`config.mk`:
```
export PLATFORM = sky130hd
export DESIGN_NAME = pwm_action_qual
export DESIGN_NICKNAME = d
export VERILOG_FILES = /design/src/rtl/aq_pkg.sv /design/src/rtl/aq_regfile.sv /design/src/rtl/aq_cmp_match.sv /design/src/rtl/aq_channel.sv /design/src/rtl/aq_force.sv /design/src/rtl/pwm_action_qual.sv
export SDC_FILE = /design/constraint.sdc
export NUM_CORES = 1
export LEC_CHECK = 0
export ABC_AREA = 1
export BUFFER_PORTS_ARGS = -buffer_cell sky130_fd_sc_hd__buf_2
export CORE_MARGIN = 2
export CORE_UTILIZATION = 40
export CTS_BUF_LIST = sky130_fd_sc_hd__clkbuf_16
export CTS_CLUSTER_DIAMETER = 150
export DETAILED_ROUTE_END_ITERATION = 10
export RECOVER_POWER = 50
export REMOVE_ABC_BUFFERS = 1
export SYNTH_ARGS = -nofsm -noshare
export SYNTH_HDL_FRONTEND = slang
export SYNTH_HIERARCHICAL = 1
export SYNTH_SLANG_ARGS = --single-unit
```
`constraint.sdc`:
```
create_clock -name clk -period 3.8 [get_ports clk]
set_input_delay 0.76 -clock clk [delete_from_list [all_inputs] [get_ports clk]]
set_output_delay 0.76 -clock clk [all_outputs]
set_load 0.02 [all_outputs]
```
`src/rtl/aq_pkg.sv`:
```
package aq_pkg;
   typedef enum logic [1:0] {
      ACT_NONE   = 2'b00,
      ACT_LOW    = 2'b01,
      ACT_HIGH   = 2'b10,
      ACT_TOGGLE = 2'b11
   } act_e;

   typedef enum logic [1:0] {
      RLD_ZERO = 2'b00,
      RLD_PRD  = 2'b01,
      RLD_BOTH = 2'b10,
      RLD_NOW  = 2'b11
   } rld_e;

   localparam logic [1:0] FRC_LOW  = 2'b01;
   localparam logic [1:0] FRC_HIGH = 2'b10;

   // action word field positions
   localparam int ZRO_LSB = 0;
   localparam int PRD_LSB = 2;
   localparam int CAU_LSB = 4;
   localparam int CBU_LSB = 8;
   localparam int ACT_W   = 10;

   localparam int NUM_CH  = 2;

   // register map
   localparam int ADR_CMPA = 0;
   localparam int ADR_CMPB = 1;
   localparam int ADR_ACTA = 2;
   localparam int ADR_ACTB = 3;
   localparam int ADR_RLD  = 4;
   localparam int ADR_FRC  = 5;
endpackage

```
`src/rtl/aq_regfile.sv`:
```
module aq_regfile
   import aq_pkg::*;
#(
   parameter int CNT_W  = 16,
   parameter int DATA_W = 16,
   parameter int ADDR_W = 3
) (
   input  logic                               clk,
   input  logic                               rst_n,
   input  logic                               wr_en,
   input  logic [ADDR_W-1:0]                  wr_addr,
   input  logic [DATA_W-1:0]                  wr_data,
   output logic [NUM_CH-1:0][CNT_W-1:0]       cmp_val,
   output logic [NUM_CH-1:0][ACT_W-1:0]       act_word,
   output logic [1:0]                         rld_sel,
   output logic [NUM_CH-1:0][1:0]             frc_shd
);
   localparam int FRC_W = 2 * NUM_CH;

   always_ff @(posedge clk) begin
      if (!rst_n) begin
         cmp_val  <= '0;
         act_word <= '0;
         rld_sel  <= '0;
         frc_shd  <= '0;
      end else if (wr_en) begin
         case (int'(wr_addr))
            ADR_CMPA: cmp_val[0]  <= wr_data[CNT_W-1:0];
            ADR_CMPB: cmp_val[1]  <= wr_data[CNT_W-1:0];
            ADR_ACTA: act_word[0] <= wr_data[ACT_W-1:0];
            ADR_ACTB: act_word[1] <= wr_data[ACT_W-1:0];
            ADR_RLD:  rld_sel     <= wr_data[1:0];
            ADR_FRC:  frc_shd     <= wr_data[FRC_W-1:0];
            default: ;
         endcase
      end
   end

   assert_cmpa_write_R10: assert property (@(posedge clk) disable iff (!rst_n)
      (wr_en && int'(wr_addr) == ADR_CMPA) |=> cmp_val[0] == $past(wr_data[CNT_W-1:0]));

   assert_unmapped_quiet_R10: assert property (@(posedge clk) disable iff (!rst_n)
      (wr_en && int'(wr_addr) > ADR_FRC) |=>
         ($stable(cmp_val) && $stable(act_word) && $stable(rld_sel) && $stable(frc_shd)));
endmodule

```
`src/rtl/aq_cmp_match.sv`:
```
module aq_cmp_match #(
   parameter int CNT_W = 16
) (
   input  logic [CNT_W-1:0] cnt,
   input  logic [CNT_W-1:0] cmp,
   input  logic             up,
   output logic             hit
);
   assign hit = up && (cnt == cmp);
endmodule

```
`src/rtl/aq_channel.sv`:
```
module aq_channel
   import aq_pkg::*;
(
   input  logic             clk,
   input  logic             rst_n,
   input  logic             tick,
   input  logic             ev_zero,
   input  logic             ev_prd,
   input  logic             ev_cau,
   input  logic             ev_cbu,
   input  logic [ACT_W-1:0] act_word,
   output logic             lvl
);
   act_e a_z, a_p, a_ca, a_cb, win;
   logic nxt;

   assign a_z  = act_e'(act_word[ZRO_LSB +: 2]);
   assign a_p  = act_e'(act_word[PRD_LSB +: 2]);
   assign a_ca = act_e'(act_word[CAU_LSB +: 2]);
   assign a_cb = act_e'(act_word[CBU_LSB +: 2]);

   // lowest priority first; later assignments override
   always_comb begin
      win = ACT_NONE;
      if (ev_zero && a_z  != ACT_NONE) win = a_z;
      if (ev_prd  && a_p  != ACT_NONE) win = a_p;
      if (ev_cau  && a_ca != ACT_NONE) win = a_ca;
      if (ev_cbu  && a_cb != ACT_NONE) win = a_cb;
   end

   always_comb begin
      case (win)
         ACT_LOW:    nxt = 1'b0;
         ACT_HIGH:   nxt = 1'b1;
         ACT_TOGGLE: nxt = ~lvl;
         default:    nxt = lvl;
      endcase
   end

   always_ff @(posedge clk) begin
      if (!rst_n)    lvl <= 1'b0;
      else if (tick) lvl <= nxt;
   end

   assert_hold_off_tick_R2: assert property (@(posedge clk) disable iff (!rst_n)
      !tick |=> $stable(lvl));

   assert_cbu_first_R5: assert property (@(posedge clk) disable iff (!rst_n)
      (tick && ev_cbu && a_cb == ACT_HIGH) |=> lvl);

   assert_toggle_R2: assert property (@(posedge clk) disable iff (!rst_n)
      (tick && ev_zero && !ev_prd && !ev_cau && !ev_cbu && a_z == ACT_TOGGLE)
         |=> lvl != $past(lvl));
endmodule

```
`src/rtl/aq_force.sv`:
```
module aq_force
   import aq_pkg::*;
(
   input  logic                   clk,
   input  logic                   rst_n,
   input  logic                   tick,
   input  logic                   ev_zero,
   input  logic                   ev_prd,
   input  logic [1:0]             rld_sel,
   input  logic [NUM_CH-1:0][1:0] frc_shd,
   output logic [NUM_CH-1:0][1:0] frc_act
);
   logic load;

   always_comb begin
      case (rld_e'(rld_sel))
         RLD_ZERO: load = tick && ev_zero;
         RLD_PRD:  load = tick && ev_prd;
         RLD_BOTH: load = tick && (ev_zero || ev_prd);
         default:  load = tick;
      endcase
   end

   always_ff @(posedge clk) begin
      if (!rst_n)    frc_act <= '0;
      else if (load) frc_act <= frc_shd;
   end

   assert_no_copy_off_tick_R8: assert property (@(posedge clk) disable iff (!rst_n)
      !tick |=> $stable(frc_act));

   assert_zero_policy_R8: assert property (@(posedge clk) disable iff (!rst_n)
      (rld_e'(rld_sel) == RLD_ZERO && !ev_zero) |=> $stable(frc_act));

   assert_now_policy_R8: assert property (@(posedge clk) disable iff (!rst_n)
      (tick && rld_e'(rld_sel) == RLD_NOW) |=> frc_act == $past(frc_shd));
endmodule

```
`src/rtl/pwm_action_qual.sv`:
```
module pwm_action_qual
   import aq_pkg::*;
#(
   parameter int CNT_W  = 16,
   parameter int DATA_W = 16,
   parameter int ADDR_W = 3
) (
   input  logic              clk,
   input  logic              rst_n,
   input  logic              tb_tick,
   input  logic [CNT_W-1:0]  tb_cnt,
   input  logic              tb_zero,
   input  logic              tb_prd,
   input  logic              tb_up,
   input  logic              wr_en,
   input  logic [ADDR_W-1:0] wr_addr,
   input  logic [DATA_W-1:0] wr_data,
   output logic              pwm_a,
   output logic              pwm_b
);
   localparam int MIN_DATA_W = (CNT_W > ACT_W) ? CNT_W : ACT_W;

   if (CNT_W < 2) begin : g_bad_cnt
      $error("CNT_W must be at least 2");
   end
   if (DATA_W < MIN_DATA_W) begin : g_bad_data
      $error("DATA_W must hold a compare value and an action word");
   end
   if (ADDR_W < 3) begin : g_bad_addr
      $error("ADDR_W must reach six registers");
   end

   logic [NUM_CH-1:0][CNT_W-1:0] cmp_val;
   logic [NUM_CH-1:0][ACT_W-1:0] act_word;
   logic [1:0]                   rld_sel;
   logic [NUM_CH-1:0][1:0]       frc_shd;
   logic [NUM_CH-1:0][1:0]       frc_act;
   logic [NUM_CH-1:0]            hit;
   logic [NUM_CH-1:0]            lvl;
   logic [NUM_CH-1:0]            pin;

   aq_regfile #(.CNT_W(CNT_W), .DATA_W(DATA_W), .ADDR_W(ADDR_W)) u_regs (
      .clk      (clk),
      .rst_n    (rst_n),
      .wr_en    (wr_en),
      .wr_addr  (wr_addr),
      .wr_data  (wr_data),
      .cmp_val  (cmp_val),
      .act_word (act_word),
      .rld_sel  (rld_sel),
      .frc_shd  (frc_shd)
   );

   for (genvar k = 0; k < NUM_CH; k++) begin : g_cmp
      aq_cmp_match #(.CNT_W(CNT_W)) u_match (
         .cnt (tb_cnt),
         .cmp (cmp_val[k]),
         .up  (tb_up),
         .hit (hit[k])
      );
   end

   aq_force u_force (
      .clk     (clk),
      .rst_n   (rst_n),
      .tick    (tb_tick),
      .ev_zero (tb_zero),
      .ev_prd  (tb_prd),
      .rld_sel (rld_sel),
      .frc_shd (frc_shd),
      .frc_act (frc_act)
   );

   for (genvar c = 0; c < NUM_CH; c++) begin : g_ch
      aq_channel u_chan (
         .clk      (clk),
         .rst_n    (rst_n),
         .tick     (tb_tick),
         .ev_zero  (tb_zero),
         .ev_prd   (tb_prd),
         .ev_cau   (hit[0]),
         .ev_cbu   (hit[1]),
         .act_word (act_word[c]),
         .lvl      (lvl[c])
      );

      assign pin[c] = (frc_act[c] == FRC_HIGH) ? 1'b1 :
                      (frc_act[c] == FRC_LOW)  ? 1'b0 : lvl[c];

      assert_force_low_R7: assert property (@(posedge clk) disable iff (!rst_n)
         (frc_act[c] == FRC_LOW) |-> !pin[c]);

      assert_force_high_R7: assert property (@(posedge clk) disable iff (!rst_n)
         (frc_act[c] == FRC_HIGH) |-> pin[c]);
   end

   assign pwm_a = pin[0];
   assign pwm_b = pin[1];

   assert_reset_low_R1: assert property (@(posedge clk)
      $past(!rst_n) |-> (!pwm_a && !pwm_b));
endmodule

```
==> run metrics <==
per-cell routed wire length=11.3 µm; fin cells=706; cells along the critical path=clkbuf_1 > nand2_1 > a21oi_2; global-route wire length before repair=13.4 mm; total power=1.71 mW; GR peak layer=met2; run status=complete, but fails checks; Slew Limit Fails=61; most frequent cells in the layout=nand2_1, nor2_1, nand3_1; failing checks=max-capacitance violations, max-slew violations; vias in the first global route=3000; Final Skew=0.00531 ns; CP delay by family, top=buffers and inverters; Fin Hold WS=0.486 ns; core area=8260 µm²; post-route minimum period=2.69 ns; TritonCTS clock tree=built; Rows=33; worst hold path type=flip-flop to flip-flop; routability congestion estimate=0.900; drt total wl=7.99 mm; Placed Cells incl. Taps=691; commonest non-fill, non-tap cell in the layout=nand2_1; WP buf/inv=1; Avg Vias per Cell=4.66; RSZ-0062 raised after global routing=no; crit path max fanout=60; Tightest Pin Transition=2.54 ns; Worst VDD drop=0.000235 V; Synth Warn #=6; TritonCTS Sinks=60; Layout area overhead=15.5%; fmax=0.371 GHz; die height=96.5 µm; clock insertion delay at the later pin of the skew report=0.33 ns; clock buffer count from CTS=9; clock buffer depth=2; Final Cycle Share=70.9%; GRT Total Usage=18.7%; num ports=44; CP max stage delay=1.77 ns; pwr dens=432 nW/µm²; 1st-pass router iterations=5; Crit Path Category=primary input to flip-flop; Starting Density=41.4%; Post-Synthesis Cells=559; routing usage on met2=29.3%; Die Area=9310 µm²; GR Overflow Total=0; clk slew on worst S/H paths=0.05 ns; Final WS setup=1.11 ns; cts hold-fix bufs=0; DP Worst Slack=1.38 ns; GR Layer Usage met1=25.2%; share of cells above drive strength 1=13.5%; H-tree levels=3; GR Layer Usage met3=3.88%; Worst path slowest cell=clkbuf_1; nets@finish=642; Mean Syn Cell Area=6.12 µm²; Vias=3288; Post-CTS Setup Repair Bufs=0; Max Cap Viol=1; Rel. slew slack=-69.3%; 1st-iter DRT viols=155; Final ANT Viol Nets=0; CTS Root Cell=clkbuf_16; PostCTS Resize Cnt=0; startpoint types=primary input; DP Wirelength=5.63 mm; CP Capture Type=flip-flop; IO Port Bufs=43; final count of hold timing violations=0; final setup vio count=0; DRC=0; Synth Cell Area=3420 µm²; total negative slack=0 ns; worst path required time=4.05 ns; largest net degree at the start of global routing=61; initial antenna violation count=0; die width=96.5 µm; Worst Path Arrival=2.95 ns; ANT cells=0; leakage=1.95 nW
## final timing paths
path | endpoint | depth (start not counted) | from | slack (ns)
max | g_ch[0].u_chan/lvl | 3 | rst_n | 1.11
min | u_force/frc_act[0] | 2 | u_force/frc_act[0] | 0.49
max reg2reg | g_ch[0].u_chan/lvl | 16 | u_regs/cmp_val[6] | 1.85
min reg2reg | u_force/frc_act[0] | 2 | u_force/frc_act[0] | 0.49
## flip-flops by register name, summed over array words and instances (netlist names)
register and flops:
g_ch.u_chan/lvl 2, u_force/frc_act 4, u_regs/act_word 16, u_regs/cmp_val 32, u_regs/frc_shd 4, u_regs/rld_sel 2
## cell type report
| cell class | instances | area, µm² |
|---|---|---|
| inverter | 76 | 285 |
| timing repair buffer | 44 | 219 |
| fill | 918 | 4300 |
| tap | 105 | 131 |
| multi-input combinational | 406 | 1810 |
| sequential | 60 | 1200 |
| clock inverter | 6 | 80.1 |
| clock buffer | 9 | 225 |
## worst min-delay path: stages (launching register included)
cell	delay [ns]
dfxtp_1	0.32
a21oi_1	0.04
nor2_1	0.08
## where the power goes
part	total, mW	internal [mW]	switching (mW)
Clock	0.842	0.564	0.278
Combinational	0.197	0.0734	0.123
Sequential	0.670	0.654	0.0160
## metrics by stage
stage	util, %	cell area [µm²]
2_1_floorplan	-	3300
3_3_place_gp	44.2	3650
3_5_place_dp	44.2	3650
4_1_cts	47.9	3960
5_1_grt	47.9	3950
6_report	47.9	3950
## per-layer routing
metal	vias to the layer above	wire, µm
met4	0	124
met5	-	0
met2	63	3490
met3	10	335
met1	1446	4050
li1	1769	-
Note: power is estimated with default switching activity, not from simulation.
